[config.mk]
export PLATFORM = sky130hd
export DESIGN_NAME = dbg_match_unit
export DESIGN_NICKNAME = d
export VERILOG_FILES = /design/src/rtl/dbg_match_pkg.sv /design/src/rtl/dbg_csr_regs.sv /design/src/rtl/dbg_bp_cmp.sv /design/src/rtl/dbg_wp_cmp.sv /design/src/rtl/dbg_match_unit.sv
export SDC_FILE = /design/constraint.sdc
export NUM_CORES = 1
export LEC_CHECK = 0
export CAP_MARGIN = 20
export CORE_UTILIZATION = 23
export DETAILED_ROUTE_END_ITERATION = 8
export GPL_TIMING_DRIVEN = 0
export PLACE_DENSITY = 0.38
export SYNTH_ARGS = -nofsm -noshare
export SYNTH_HDL_FRONTEND = slang
export SYNTH_SLANG_ARGS = --single-unit
[constraint.sdc]
create_clock -name clk_i -period 6.2 [get_ports clk_i]
set_input_delay 1.24 -clock clk_i [delete_from_list [all_inputs] [get_ports clk_i]]
set_output_delay 1.24 -clock clk_i [all_outputs]
set_load 0.01 [all_outputs]
[src/rtl/dbg_match_pkg.sv]
package dbg_match_pkg;
  typedef enum logic [1:0] {
    SEL_CTRL  = 2'd0,
    SEL_BRK   = 2'd1,
    SEL_WATCH = 2'd2,
    SEL_NONE  = 2'd3
  } csr_sel_e;

  typedef enum logic [1:0] {
    SZ_BYTE = 2'd0,
    SZ_HALF = 2'd1,
    SZ_WORD = 2'd2,
    SZ_RSVD = 2'd3
  } acc_size_e;
endpackage

[src/rtl/dbg_csr_regs.sv]
module dbg_csr_regs
  import dbg_match_pkg::*;
#(
  parameter int unsigned AW    = 32,
  parameter int unsigned SLOTS = 4,
  parameter int unsigned IDX_W = 3,
  localparam int unsigned SLOT_W = $clog2(SLOTS)
) (
  input  logic                      clk_i,
  input  logic                      rst_ni,
  input  logic                      we_i,
  input  logic [1:0]                sel_i,
  input  logic [IDX_W-1:0]          idx_i,
  input  logic [AW-1:0]             wdata_i,
  output logic [AW-1:0]             rdata_o,
  output logic [SLOTS-1:0][AW-1:0]  brk_q_o,
  output logic [SLOTS-1:0][AW-1:0]  watch_q_o,
  output logic [2*SLOTS-1:0]        kinds_o
);
  logic [AW-1:0]     ctrl_q;
  logic              idx_ok;
  logic [SLOT_W-1:0] slot;

  assign idx_ok = 32'(idx_i) < SLOTS;
  assign slot   = idx_i[SLOT_W-1:0];

  always_ff @(posedge clk_i or negedge rst_ni) begin
    if (!rst_ni) ctrl_q <= '0;
    else if (we_i && sel_i == SEL_CTRL) ctrl_q <= wdata_i;
  end

  for (genvar i = 0; i < SLOTS; i++) begin : g_slot
    always_ff @(posedge clk_i or negedge rst_ni) begin
      if (!rst_ni) begin
        brk_q_o[i]   <= '0;
        watch_q_o[i] <= '0;
      end else if (we_i && idx_ok && slot == SLOT_W'(i)) begin
        if (sel_i == SEL_BRK)   brk_q_o[i]   <= wdata_i;
        if (sel_i == SEL_WATCH) watch_q_o[i] <= wdata_i;
      end
    end
  end

  // type field of slot i lives at bits [2i+3:2i+2]
  assign kinds_o = ctrl_q[2*SLOTS+1:2];

  always_comb begin
    rdata_o = '0;
    case (sel_i)
      SEL_CTRL:  rdata_o = ctrl_q;
      SEL_BRK:   if (idx_ok) rdata_o = brk_q_o[slot];
      SEL_WATCH: if (idx_ok) rdata_o = watch_q_o[slot];
      default:   rdata_o = '0;
    endcase
  end


  bad_idx_write_chk: assert property (@(posedge clk_i) disable iff (!rst_ni)
    (we_i && !idx_ok && (sel_i == SEL_BRK || sel_i == SEL_WATCH))
      |=> ($stable(brk_q_o) && $stable(watch_q_o)));
endmodule

[src/rtl/dbg_bp_cmp.sv]
module dbg_bp_cmp #(
  parameter int unsigned AW    = 32,
  parameter int unsigned SLOTS = 4,
  localparam int unsigned SLOT_W = $clog2(SLOTS)
) (
  input  logic                     clk_i,
  input  logic                     rst_ni,
  input  logic [SLOTS-1:0][AW-1:0] brk_q_i,
  input  logic                     pc_valid_i,
  input  logic [AW-1:0]            pc_i,
  output logic                     hit_o,
  output logic [SLOT_W-1:0]        idx_o
);
  logic [SLOTS-1:0] match;

  for (genvar i = 0; i < SLOTS; i++) begin : g_cmp
    assign match[i] = pc_valid_i && brk_q_i[i][0] && (pc_i == {brk_q_i[i][AW-1:1], 1'b0});
  end

  always_comb begin
    idx_o = '0;
    for (int i = SLOTS - 1; i >= 0; i--) if (match[i]) idx_o = SLOT_W'(i);
  end
  assign hit_o = |match;


  bp_needs_even_pc_chk: assert property (@(posedge clk_i) disable iff (!rst_ni)
    hit_o |-> (pc_valid_i && !pc_i[0]));
endmodule

[src/rtl/dbg_wp_cmp.sv]
module dbg_wp_cmp
  import dbg_match_pkg::*;
#(
  parameter int unsigned AW    = 32,
  parameter int unsigned SLOTS = 4,
  localparam int unsigned SLOT_W = $clog2(SLOTS)
) (
  input  logic                     clk_i,
  input  logic                     rst_ni,
  input  logic [SLOTS-1:0][AW-1:0] watch_q_i,
  input  logic [2*SLOTS-1:0]       kinds_i,
  input  logic                     mem_valid_i,
  input  logic                     mem_we_i,
  input  logic [AW-1:0]            mem_addr_i,
  input  logic [1:0]               mem_size_i,
  output logic                     hit_o,
  output logic [SLOT_W-1:0]        idx_o
);
  logic [AW-1:0]    span;
  logic [SLOTS-1:0] match;

  always_comb begin
    case (mem_size_i)
      SZ_BYTE: span = AW'(1);
      SZ_HALF: span = AW'(2);
      default: span = AW'(4);
    endcase
  end

  for (genvar i = 0; i < SLOTS; i++) begin : g_cmp
    logic [1:0]    kind;
    logic          dir_ok;
    logic [AW-1:0] offs;
    assign kind   = kinds_i[2*i+:2];
    assign dir_ok = mem_we_i ? kind[1] : kind[0];
    assign offs   = watch_q_i[i] - mem_addr_i;  // wraps modulo 2^AW
    assign match[i] = mem_valid_i && dir_ok && (offs < span);


    wp_dir_chk: assert property (@(posedge clk_i) disable iff (!rst_ni)
      match[i] |-> (mem_we_i ? kinds_i[2*i+1] : kinds_i[2*i]));
  end

  always_comb begin
    idx_o = '0;
    for (int i = SLOTS - 1; i >= 0; i--) if (match[i]) idx_o = SLOT_W'(i);
  end
  assign hit_o = |match;
endmodule

[src/rtl/dbg_match_unit.sv]
module dbg_match_unit #(
  parameter int unsigned AW    = 32,
  parameter int unsigned SLOTS = 4,
  parameter int unsigned IDX_W = 3,
  localparam int unsigned SLOT_W = $clog2(SLOTS)
) (
  input  logic              clk_i,
  input  logic              rst_ni,
  input  logic              csr_we_i,
  input  logic [1:0]        csr_sel_i,
  input  logic [IDX_W-1:0]  csr_idx_i,
  input  logic [AW-1:0]     csr_wdata_i,
  output logic [AW-1:0]     csr_rdata_o,
  input  logic              pc_valid_i,
  input  logic [AW-1:0]     pc_i,
  input  logic              mem_valid_i,
  input  logic              mem_we_i,
  input  logic [AW-1:0]     mem_addr_i,
  input  logic [1:0]        mem_size_i,
  output logic              bp_hit_o,
  output logic              wp_hit_o,
  output logic [SLOT_W-1:0] hit_idx_o,
  output logic              mem_commit_o
);
  logic [SLOTS-1:0][AW-1:0] brk_q, watch_q;
  logic [2*SLOTS-1:0]       kinds;
  logic                     bp_any, wp_any;
  logic [SLOT_W-1:0]        bp_idx, wp_idx;

  dbg_csr_regs #(.AW(AW), .SLOTS(SLOTS), .IDX_W(IDX_W)) u_regs (
    .clk_i, .rst_ni,
    .we_i(csr_we_i), .sel_i(csr_sel_i), .idx_i(csr_idx_i),
    .wdata_i(csr_wdata_i), .rdata_o(csr_rdata_o),
    .brk_q_o(brk_q), .watch_q_o(watch_q), .kinds_o(kinds)
  );

  dbg_bp_cmp #(.AW(AW), .SLOTS(SLOTS)) u_bp (
    .clk_i, .rst_ni, .brk_q_i(brk_q),
    .pc_valid_i, .pc_i, .hit_o(bp_any), .idx_o(bp_idx)
  );

  dbg_wp_cmp #(.AW(AW), .SLOTS(SLOTS)) u_wp (
    .clk_i, .rst_ni, .watch_q_i(watch_q), .kinds_i(kinds),
    .mem_valid_i, .mem_we_i, .mem_addr_i, .mem_size_i,
    .hit_o(wp_any), .idx_o(wp_idx)
  );

  assign wp_hit_o     = wp_any;
  assign bp_hit_o     = bp_any && !wp_any;
  assign hit_idx_o    = wp_any ? wp_idx : bp_idx;
  assign mem_commit_o = mem_valid_i && !wp_any;


  wp_over_bp_chk: assert property (@(posedge clk_i) disable iff (!rst_ni)
    (bp_any && wp_any) |-> (wp_hit_o && !bp_hit_o && hit_idx_o == wp_idx));


  wp_blocks_commit_chk: assert property (@(posedge clk_i) disable iff (!rst_ni)
    wp_hit_o |-> !mem_commit_o);


  single_req_chk: assert property (@(posedge clk_i) disable iff (!rst_ni)
    !(bp_hit_o && wp_hit_o));
endmodule

After elaboration in Yosys (flattened, before gate mapping)
Cells that the tools add are included.

Add/subtract/negate cells: 4. Reduce and logical (&&, ||, !) cells: 38. Eq/ne operators: 10. Order comparisons: 6. Multiplexer cells: 21.

Operator list (count): $bmux 32 s2 (2); $eq 32x32->1 (4); $lt 32x3->1 (4); $mux 32 (4); $sub 32x32->32 (4); $pmux 32 s3 (1); $logic_and 1x1->1 (24); $mux 2 (9); $reduce_and 2->1 (8); $reduce_or 4->1 (2); $eq 2x1->1 const B (3); $eq 2x2->1 const B (3); $logic_not 2->1 (3); $pmux 3 s2 (1); $mux 1 (4); $lt 2x3->1 const B (1); $lt 3x3->1 const B (1); $logic_not 1->1 (1).

Register bits: 288. Bits of input ports: 109. Logic and storage cells: 88. Output and inout port bits: 37.

Depth between registers and ports, before layout
Gate-level depths: netlist of the first run.

Depth in word-level cells: 9. Depth in mapped cells: 16. Depth with buffers taken out: 16.

By module
A second synthesis of the first run with hierarchy kept.

Cell total of the unflattened synthesis: 2228. Area total of the unflattened synthesis: 22643.0 µm².

Modules (own cells, without submodules): dbg_csr_regs (area each 12923.6 µm², instances 1, seq. area each 7206.9 µm², cells an instance 819); dbg_wp_cmp (area each 8256.7 µm², instances 1, seq. area each 0.0 µm², cells an instance 1230); dbg_bp_cmp (area each 1422.6 µm², instances 1, seq. area each 0.0 µm², cells an instance 175); dbg_match_unit (area each 40.0 µm², instances 1, seq. area each 0.0 µm², cells an instance 4).

Least setup slack after synthesis of the first run
No wires, ideal clock.

Path type: input -> output. Start: input mem_addr_i[0]. End: output mem_commit_o. Path slack: 599 ps. Data arrival time: 4361 ps. Required time: 4960 ps. Buffers on the path: 0. Cell stages on the path: 15. Cells stage by stage: ha_1 inv_1 fa_1 xor2_1 ha_1 nor3b_1 o311ai_0 a2111oi_0 o2111ai_1 or3_1 a2111oi_0 nand4_1 nor4_1 nor2_1 and3_1.

Word-level cells in the longest chain between the ends: 6. Elaborated cells on any way between the ends: 15. Classes of those cells: add/sub (4); order compare (4); reduce/logical (7).

RTL lines: start: declaration (RTL line dbg_match_unit.sv:18) `input logic [AW-1:0] mem_addr_i,`; $sub 32x32->32 (RTL line dbg_wp_cmp.sv:36) `assign offs = watch_q_i[i] - mem_addr_i;`; $lt 32x3->1 (RTL line dbg_wp_cmp.sv:37) `assign match[i] = mem_valid_i && dir_ok && (offs < span);`; $logic_and 1x1->1 (RTL line dbg_wp_cmp.sv:37); $reduce_or 4->1 (*) (RTL line dbg_wp_cmp.sv:48) `assign hit_o = |match;`; $logic_not 1->1 (*) (RTL line dbg_match_unit.sv:51) `assign mem_commit_o = mem_valid_i && !wp_any;`; $logic_and 1x1->1 (*) (RTL line dbg_match_unit.sv:51); end: declaration (RTL line dbg_match_unit.sv:23) `output logic mem_commit_o`.

Mark *: on every way between the ends. The rest lies on a longest branch, timed or not.

Worst setup path after layout of the first run
Start: input mem_addr_i[27]. End: output mem_commit_o.

Same word-level chain as after synthesis.

==> results of run 1 <==
[metrics by stage]
step	util (%)	worst slack (ns)	TNS (ns)	area, sq um	instances
after floorplan	-	0.599	0	22500	2273
final	29.9	-0.143	-0.472	29000	3819
after CTS	29.5	-0.0642	-0.194	28600	3806
after global placement	26.4	-9.10	-2624.10	25500	3690
after detailed placement	26.5	-3.27	-15.75	25700	3696
after global routing	29.9	-0.175	-0.722	29000	3819
[metal layers]
| layer | track usage [%] | share of wire [%] | vias to the layer above |
|---|---|---|---|
| met5 | 0 | 0.0082 | - |
| met4 | 7.57 | 3.6 | 2 |
| met3 | 2.16 | 3.5 | 145 |
| met2 | 38.4 | 50 | 512 |
| met1 | 27.3 | 43 | 10533 |
| li1 | - | - | 9079 |
[worst paths after layout]
| check | startpoint | end | slack [ns] | cells past startpoint |
|---|---|---|---|---|
| worst max register to register | u_regs.watch_q_o[30] | u_regs.watch_q_o[30] | 5.21 | 1 |
| worst min register to register | u_regs.ctrl_q[22] | u_regs.ctrl_q[22] | 0.51 | 1 |
| max in group asynchronous | rst_ni | u_regs.watch_q_o[65] | 4.05 | 3 |
| min in group asynchronous | rst_ni | u_regs.brk_q_o[125] | 0.68 | 1 |
| worst min-delay path | u_regs.ctrl_q[22] | u_regs.ctrl_q[22] | 0.51 | 1 |
| worst max-delay path | mem_addr_i[27] | mem_commit_o | -0.14 | 16 |
[cell usage in the layout (no fill, tap or decap), types with 75 or more instances in the layout]
| cell | instances |
|---|---|
| a21oi_1 | 117 |
| buf_4 | 75 |
| clkdlybuf4s50_1 | 115 |
| dfrtp_1 | 288 |
| ha_1 | 81 |
| mux2_2 | 293 |
| nand2_1 | 159 |
| nor2_1 | 100 |
| o21ai_0 | 106 |
| xor2_1 | 118 |
[cell families after synthesis]
family / after synthesis / synth area share (%)
AOI/OAI and AO/OA: 557 / 16.0
and+or+nand+nor: 552 / 12.3
muxes: 368 / 21.5
DFF: 288 / 32.0
buffers and inverters: 189 / 3.33
xor gates and xnor gates: 183 / 7.11
adders and majority gates: 136 / 7.69
[area by class of cell]
class                      count  area [sq um]
buffer                        88           428
multi-input combinational   1796         16000
sequential                   288          7210
timing repair buffer         234          2340
inverter                      81           394
clock buffer                  47           961
clock inverter                 9          83.8
tap                         1276          1600
fill                        9986         67900
[state kept, by name, summed over array words and instances (netlist names)]
register and flops:
u_regs.brk_q_o 128, u_regs.watch_q_o 128, u_regs.ctrl_q 32
[power by group]
| group | switching, mW | leakage [nW] | internal, mW | total (mW) |
|---|---|---|---|---|
| registers | 0.492 | 3.65 | 2.25 | 2.74 |
| clock network | 0.836 | 0.513 | 1.12 | 1.96 |
| logic | 2.38 | 7.45 | 1.76 | 4.13 |
| total | 3.70 | 11.6 | 5.13 | 8.83 |
[timing repair]
| action | 4_1_cts | 5_1_grt |
|---|---|---|
| hold endpoints to repair | 0 | 0 |
| resized for setup | 340 | 61 |
| pin swaps | 72 | 36 |
| endpoints found under the setup margin | 5 | 11 |
| buffers inserted | 72 | 13 |
==> qor.csv, run 1 <==
metric;value;unit
outcome;finished, violations left;
violated checks;DRC, setup timing;
Slew Viols, Final;0;
Core Region;96900;sq um
critical path type;in2out;
htree depth;2;
Pre-antenna DRT Iters;7;
DRT antenna net count;0;
WHS;0.507;ns
power per cell area;305;nW/um^2
Power, Total;8.83;mW
worst hold path type;reg2reg;
Antenna Cells;0;
register bit total from synthesis;288;
worst relative slew slack;16.1;%
sequential cell area fraction in the yosys report;32.0;%
initial antenna violation count;4;
Max IR drop VDD;0.160;mV
Post-Syn Instances;2273;
crit end category;output pin;
# setup viols final;5;
most used standard cell by instance count after synthesis;mux2_2;
Synth Flop Type;dfrtp_1;
hold_buf cts;0;
Mean Syn Cell Area;9.91;sq um
worst slew pin tran;1.25;ns
global-route wire length before repair;154;mm
Final Hold Vio Count;0;
# DRC;3;
fin crit share;102;%
Yosys warnings;0;
Yosys top cell by area;dfrtp_1;
Max Fclk;158;MHz
delay-heaviest family, CP;simple AND/OR/NAND/NOR gates;
Max FO, Critical Path;4;
WP data arrival;5.10;ns
drt wl/cell;28.6;microns
die width;315;microns
RSZ-0062 raised after global routing;yes;
P&R area growth vs syn;28.6;%
Cell variety after synth;80;
Lkg Pwr;11.6;nW
Final HPWL DP;89.6;mm
Slowest-stage cell, CP;clkdlybuf4s50_1;
routability cong.;0.915;
CTS Buf Count;34;
GRT Util Overall;21.7;%
largest net degree at the start of global routing;102;
vias per cell;5.31;
Worst Skew;0;ns
CTS max path bufs;3;
Initial Utilization;23.3;%
vias in the first global route;20947;
boundary pin count;146;
Tmin final;6.34;ns
CP Cell Sequence;clkdlybuf4s50_1, clkinvlp_4, buf_12, ha_1, o41a_1, o22ai_1, a31o_2, a21o_4, o311ai_4, nor4_1, nand4_1, or4_4, nor4_4, nor2_4, and3_4, buf_6;
Worst EP required;4.96;ns
# rows;114;
die area;99200;sq um
DRT iter0 DRCs;1404;
via count;20271;
FFs w/ async S/R, synth;100;%
final worst setup slack;-0.143;ns
post-synthesis cell area;22500;sq um
share of the synthesized area in the top cell type;32.0;%
fraction of layout cells with a size suffix above 1;29.8;%
CP max stage delay;0.51;ns
Die Ht;315;microns
clock sinks;288;
Root Driver;clkbuf_16;
CTS tree;yes;
number of enable flip-flop cells after synthesis;0;
Net count, final;2768;
Synth Net Count;2518;
startpoint types;input port;
# port buffers;141;
latest clock arrival within the worst-skew pair;0.54;ns
Max-Cap Viols;0;
WL final;109;mm
Bufs and invs on worst path;4;
total grt overflow;0;
Synth area leaders;dfrtp_1, mux2_2, ha_1, mux4_2, xor2_1;
Clk pin slew, worst setup/hold paths;0.06;ns
top post-synthesis cells by count;mux2_2, dfrtp_1, nand2_1;
No activity file was read; power rests on OpenSTA's default activity.
==> run 2: changes to the inputs <==
- CORE_MARGIN: unset -> 2
==> run 2 against run 1 <==
  * Setup slack better by 0.11 ns
  * Sequential power barely moved
  * First-iteration DRC count decreased by 13%
  * Global-route usage fell by 0.40 points
  * Critical endpoint is now hit_idx_o[0]
  * Wire length is 0.49% lower
  * Clock-buffer cell count grew 3
  * The flow finishes with violations (setup timing)
  * Core utilization is 0.14 points higher
  * Final area rose by 0.46%
==> qor.csv, run 2 (synthesis gave the netlist of run 1 again) <==
metric;value;unit;change
Root Driver;clkbuf_16;;
boundary pin count;146;;unchanged
final worst setup slack;-0.0297;ns;+0.114 ns
Lkg Pwr;11.6;nW;+0.23%
Final HPWL DP;88.6;mm;-1.1%
DRT antenna net count;0;;unchanged
Slew Viols, Final;0;;unchanged
CP max stage delay;0.39;ns;-0.12 ns
CP Cell Sequence;buf_12, ha_4, fa_2, xnor2_2, ha_2, inv_2, o211ai_1, a2111oi_4, o311ai_2, a2111oi_2, nand4_1, nor4_2, o2111ai_1, nor4_2, buf_4, o21bai_4, a21oi_4, buf_6;;
Max Fclk;161;MHz;+1.8%
placed standard-cell area;25700;sq um;+0.17%
# rows;114;;unchanged
drt wl/cell;28.5;microns;-0.52%
die width;317;microns;+0.63%
CTS max path bufs;3;;unchanged
Finished Layout Cells;3820;;+0.026%
# port buffers;141;;unchanged
clock sinks;288;;unchanged
total grt overflow;0;;unchanged
fin crit share;100;%;-1.8 points
initial antenna violation count;6;;+2
vias in the first global route;20875;;-0.34%
global-route wire length before repair;153;mm;-0.56%
Core Region;96900;sq um;unchanged
Net count, final;2762;;-0.22%
vias per cell;5.26;;-0.88%
critical path type;in2out;;
fraction of layout cells with a size suffix above 1;29.9;%;+0.14 points
WP data arrival;4.99;ns;-0.11 ns
sequential share of power;30.4;%;-0.6 points
Die Ht;317;microns;+0.63%
crit end category;output pin;;
WL final;109;mm;-0.49%
GRT Util Overall;21.3;%;-0.40 points
CTS Buf Count;35;;+2.9%
delay-heaviest family, CP;compound AO/OA/AOI/OAI gates;;
Max IR drop VDD;0.199;mV;+25%
Pre-antenna DRT Iters;5;;-2
routability cong.;0.949;;+3.7%
# DRC;0;;-3
dpl cells;3698;;+0.054%
Worst Skew;0;ns;unchanged
worst hold path type;reg2reg;;
Final Hold Vio Count;0;;unchanged
commonest cells after routing, fill and taps aside;mux2_2, dfrtp_1, nand2_1;;
worst relative slew slack;30.7;%;+15 points
Max-Cap Viols;0;;unchanged
Power, Total;9.02;mW;+2.1%
die area;100000;sq um;+1.3%
CTS tree;yes;;
Top cell by count, worst path;nor4_2;;
Sw Share;41.1;%;-0.80 points
power per cell area;310;nW/um^2;+1.7%
violated checks;setup timing;;
Sw Pwr;3.71;mW;+0.19%
WHS;0.510;ns;+0.00319 ns
outcome;finished, violations left;;
Final Cell Area;29100;sq um;+0.46%
# setup viols final;3;;-2
Pint;5.31;mW;+3.5%
Initial Utilization;23.3;%;unchanged
Tmin final;6.23;ns;-0.114 ns
Finished Core Util;30.1;%;+0.14 points
Clk pin slew, worst setup/hold paths;0.06;ns;about the same
Max FO, Critical Path;4;;unchanged
Clock power frac;24.0;%;+1.8 points
RSZ-0062 raised after global routing;yes;;
Worst EP required;4.96;ns;about the same
power share of the combinational group;45.7;%;-1.1 points
DRT iter0 DRCs;1223;;-13%
largest net degree at the start of global routing;111;;+8.8%
latest clock arrival within the worst-skew pair;0.54;ns;about the same
filler cell count;10000;;+0.14%
Slowest-stage cell, CP;fa_2;;
most common cell after layout, fill and taps aside;mux2_2;;
Largest regs;u_regs.brk_q_o (128), u_regs.watch_q_o (128), u_regs.ctrl_q (32);;
startpoint types;input port;;
htree depth;2;;unchanged
Bufs and invs on worst path;4;;unchanged
P&R area growth vs syn;29.2;%;
worst slew pin tran;1.04;ns;-0.206 ns
via count;20098;;-0.85%
run 2: cell count changes in the layout (fill, tap and decap cells not counted), sizes merged, moves of 3 or more:
cell           before  now
inv                61   66
clkinvlp           23   20
clkdlybuf4s50     115  111
buf               144  137
clkdlybuf4s15       5    2
diode               0    3
clkbuf             91   97
run 2: routing by layer:
metal | vias to the layer above | GRT usage (%) | share of wire, %
met3 | 127 | 1.83 | 3.3
met4 | 2 | 6.22 | 3.1
met1 | 10411 | 27.1 | 43
met2 | 488 | 38.3 | 50
met5 | - | 0 | 0.0074
li1 | 9070 | - | -
run 2: area by class of cell:
class                   count  area (sq um)  area share (%)
plain buffers              90           433            1.49
clock inverters            11           148           0.507
inverters                  81           388            1.33
repair buffers            225          2300            7.90
well taps                1276          1600            5.48
clock buffers              50          1030            3.55
diodes                      3          7.51          0.0258
flip-flops and latches    288          7210            24.8
multi-input cells        1796         16000            55.0
run 2: path summary, 6_finish.rpt:
kind,start,end,slack (ns),cells past startpoint
worst max-delay path,mem_addr_i[0],hit_idx_o[0],-0.03,18
worst min-delay path,u_regs.ctrl_q[16],u_regs.ctrl_q[16],0.51,1
worst max register to register,u_regs.watch_q_o[17],u_regs.watch_q_o[17],5.22,1
worst min register to register,u_regs.ctrl_q[16],u_regs.ctrl_q[16],0.51,1
max in group asynchronous,rst_ni,u_regs.watch_q_o[38],3.99,3
min in group asynchronous,rst_ni,u_regs.brk_q_o[59],0.72,1
run 2: power by group through the flow:
stage / clock network [mW] / registers, mW / logic [mW]
after floorplan: 0 / 2.49 / 2.34
after detailed placement: 0 / 2.74 / 3.59
after global placement: 0 / 2.72 / 3.58
after global routing: 2.28 / 2.78 / 4.41
final: 2.16 / 2.74 / 4.12
after CTS: 2.21 / 2.73 / 4.02
run 2: timing repair:
item | CTS | global route
pin swaps | 89 | 24
resized for setup | 360 | 50
setup endpoints to repair | 6 | 8
hold buffers | 0 | 0
buffers inserted | 62 | 14
run 2: through the flow:
step	setup TNS, ns	worst slack [ns]
finish	-0.0564	-0.0297
detailed placement	-15.45	-3.20
global placement	-2627.13	-9.13
floorplan	0	0.599
global route	-0.402	-0.115
CTS	-0.113	-0.0403
==> run 3: changes to the inputs <==
- CAP_MARGIN: 20 -> unset
- CORE_ASPECT_RATIO: unset -> 1.5
==> run 3 against run 2 <==
  * The run still ends with setup timing left
  * Clock-buffer cell count is 10 lower
  * Combinational power is 5% higher
  * Critical path type unchanged
  * Sequential share of layout area is 0.13 points higher
  * Largest cell class unchanged
  * Die area hardly changed
  * Global-route usage is 0.72 points higher
  * Via count is 0.31% lower
  * Power is 0.79% lower
  * Clock power is 11% lower
  * Wire length is 4.2% higher
  * Register-to-register slack worse by 0.03 ns
  * Hold slack worse by 0.0024 ns
==> qor.csv, run 3 (synthesis gave the netlist of run 1 again) <==
metric;value;unit;change
outcome;finished, violations left;;
violated checks;setup timing;;
die width;260;microns;-18%
WP data arrival;5.07;ns;+0.08 ns
worst relative slew slack;5.71;%;-25 points
Clk pin slew, worst setup/hold paths;0.06;ns;about the same
P&R area growth vs syn;28.5;%;
latest clock arrival within the worst-skew pair;0.60;ns;+0.06 ns
Largest regs;u_regs.brk_q_o (128), u_regs.watch_q_o (128), u_regs.ctrl_q (32);;
worst r2r src;u_regs.watch_q_o[28];;
initial antenna violation count;1;;-5
largest net degree at the start of global routing;107;;-3.6%
Lkg Pwr;11.6;nW;-0.31%
htree depth;1;;-1
worst hold path type;reg2reg;;
R2R setup slack;5.19;ns;-0.03 ns
DRT iter0 DRCs;1081;;-12%
startpoint types;input port;;
total grt overflow;0;;unchanged
reg-to-reg endpoint;u_regs.watch_q_o[28];;
die area;101000;sq um;about the same
Die Ht;387;microns;+22%
# DRC;0;;unchanged
Max-Cap Viols;0;;unchanged
Net count, final;2745;;-0.62%
Final HPWL DP;93.4;mm;+5.4%
Worst EP required;4.96;ns;about the same
Pre-antenna DRT Iters;5;;unchanged
Slew Viols, Final;0;;unchanged
Max FO, Critical Path;4;;unchanged
Tmin final;6.31;ns;+0.0848 ns
crit end category;output pin;;
R2R depth;1;;unchanged
placed standard-cell area;25600;sq um;-0.38%
setup TNS;-0.375;ns;-0.318 ns
critical path type;in2out;;
Max IR drop VDD;0.218;mV;+9.5%
Final Cell Area;29000;sq um;-0.51%
CTS max path bufs;3;;unchanged
final worst setup slack;-0.115;ns;-0.0848 ns
vias per cell;5.27;;+0.11%
# port buffers;141;;unchanged
GRT Util Overall;22.0;%;+0.72 points
Worst Hold Endpoint;u_regs.ctrl_q[24];;
CTS tree;yes;;
vias in the first global route;21282;;+1.9%
boundary pin count;146;;unchanged
DRT antenna net count;0;;unchanged
commonest cells after routing, fill and taps aside;mux2_2, dfrtp_1, nand2_1;;
Max Fclk;158;MHz;-1.3%
HP Start;u_regs.ctrl_q[24];;
CTS Buf Count;29;;-17%
RSZ-0062 raised after global routing;yes;;
dpl cells;3694;;-0.11%
# rows;140;;+23%
fraction of layout cells with a size suffix above 1;30.3;%;+0.33 points
Hold Path Cell Cnt;1;;unchanged
WL final;113;mm;+4.2%
hold_buf cts;0;;unchanged
power per cell area;309;nW/um^2;-0.28%
Worst Skew;0;ns;unchanged
Core Region;97000;sq um;+0.20%
clock sinks;288;;unchanged
# setup viols final;5;;+2
global-route wire length before repair;158;mm;+3.0%
most common cell after layout, fill and taps aside;mux2_2;;
worst slew pin tran;1.40;ns;+0.361 ns
Finished Layout Cells;3804;;-0.42%
filler cell count;10175;;+1.8%
via count;20035;;-0.31%
routability cong.;0.961;;+1.3%
drt wl/cell;29.8;microns;+4.6%
Place WS;-2.86;ns;+0.345 ns
Initial Utilization;23.2;%;-0.046 points
Root Driver;clkbuf_16;;
Final Hold Vio Count;0;;unchanged
WHS;0.508;ns;-0.00238 ns
fin crit share;102;%;+1.4 points
## run 3: cell count changes in the layout (fill, tap and decap cells not counted), moves of 5 or more
cell            before  now
buf_6                9   16
a21oi_2             24   19
clkinvlp_4          20   15
inv_4                8   13
buf_12              15    6
inv_2                8    3
a21oi_4              8   15
dlymetal6s2s_1       2   10
clkbuf_16           37   29
## run 3: per-layer routing
layer / track usage [%] / vias to the layer above / share of wire (%)
met4: 12.9 / 0 / 7.0
met3: 1.26 / 206 / 2.5
met1: 22.1 / 10300 / 35
li1: - / 9022 / -
met5: 0 / - / 0
met2: 43.7 / 507 / 55
## run 3: critical path, stage by stage
cell,delay (ns)
buf_8,0.11
ha_4,0.15
fa_2,0.35
xnor2_1,0.14
ha_2,0.18
inv_2,0.06
o211ai_1,0.23
a2111oi_4,0.45
o311ai_4,0.18
a2111oi_2,0.31
nand4_1,0.26
nor4_4,0.39
o2111ai_2,0.16
nor4_2,0.25
buf_4,0.20
o21bai_4,0.08
a21oi_4,0.20
buf_6,0.12
## run 3: power by group
part / internal, mW / switching (mW) / leakage, nW
Sequential: 2.24 / 0.463 / 3.65
Combinational: 1.79 / 2.53 / 7.47
Clock: 1.08 / 0.836 / 0.486
Total: 5.11 / 3.83 / 11.6
## run 3: through the flow
stage          util [%]  power, mW
2_1_floorplan         -       4.83
3_3_place_gp       26.3       6.42
3_5_place_dp       26.4       6.43
4_1_cts            29.1       8.81
5_1_grt            29.8       9.34
6_report           29.8       8.95
## run 3: final cells by class
class / count / area (sq um) / share of cell area [%]
multi-input combinational: 1796 / 16200 / 56.0
sequential: 288 / 7210 / 24.9
timing repair buffer: 213 / 2080 / 7.19
tap: 1278 / 1600 / 5.52
clock buffer: 40 / 807 / 2.79
buffer: 91 / 477 / 1.65
inverter: 81 / 385 / 1.33
clock inverter: 14 / 193 / 0.665
antenna: 3 / 7.51 / 0.0259
## run 3: worst max path at each step
stage | startpoint | endpoint | slack (ns) | cells after the start
2_1_floorplan | mem_addr_i[0] | mem_commit_o | 0.60 | 15
3_3_place_gp | rst_ni | u_regs.watch_q_o[54] | -9.24 | 1
3_5_place_dp | mem_addr_i[1] | mem_commit_o | -2.86 | 16
4_1_cts | mem_addr_i[0] | hit_idx_o[1] | -0.14 | 18
5_1_grt | mem_addr_i[0] | hit_idx_o[1] | -0.18 | 18
6_report | mem_addr_i[0] | hit_idx_o[0] | -0.11 | 18
## run 3: what timing repair did
action                     CTS  global route
pin swaps                   74            56
gates resized for setup    357           117
setup endpoints to repair   16             9
setup buffers               45            25
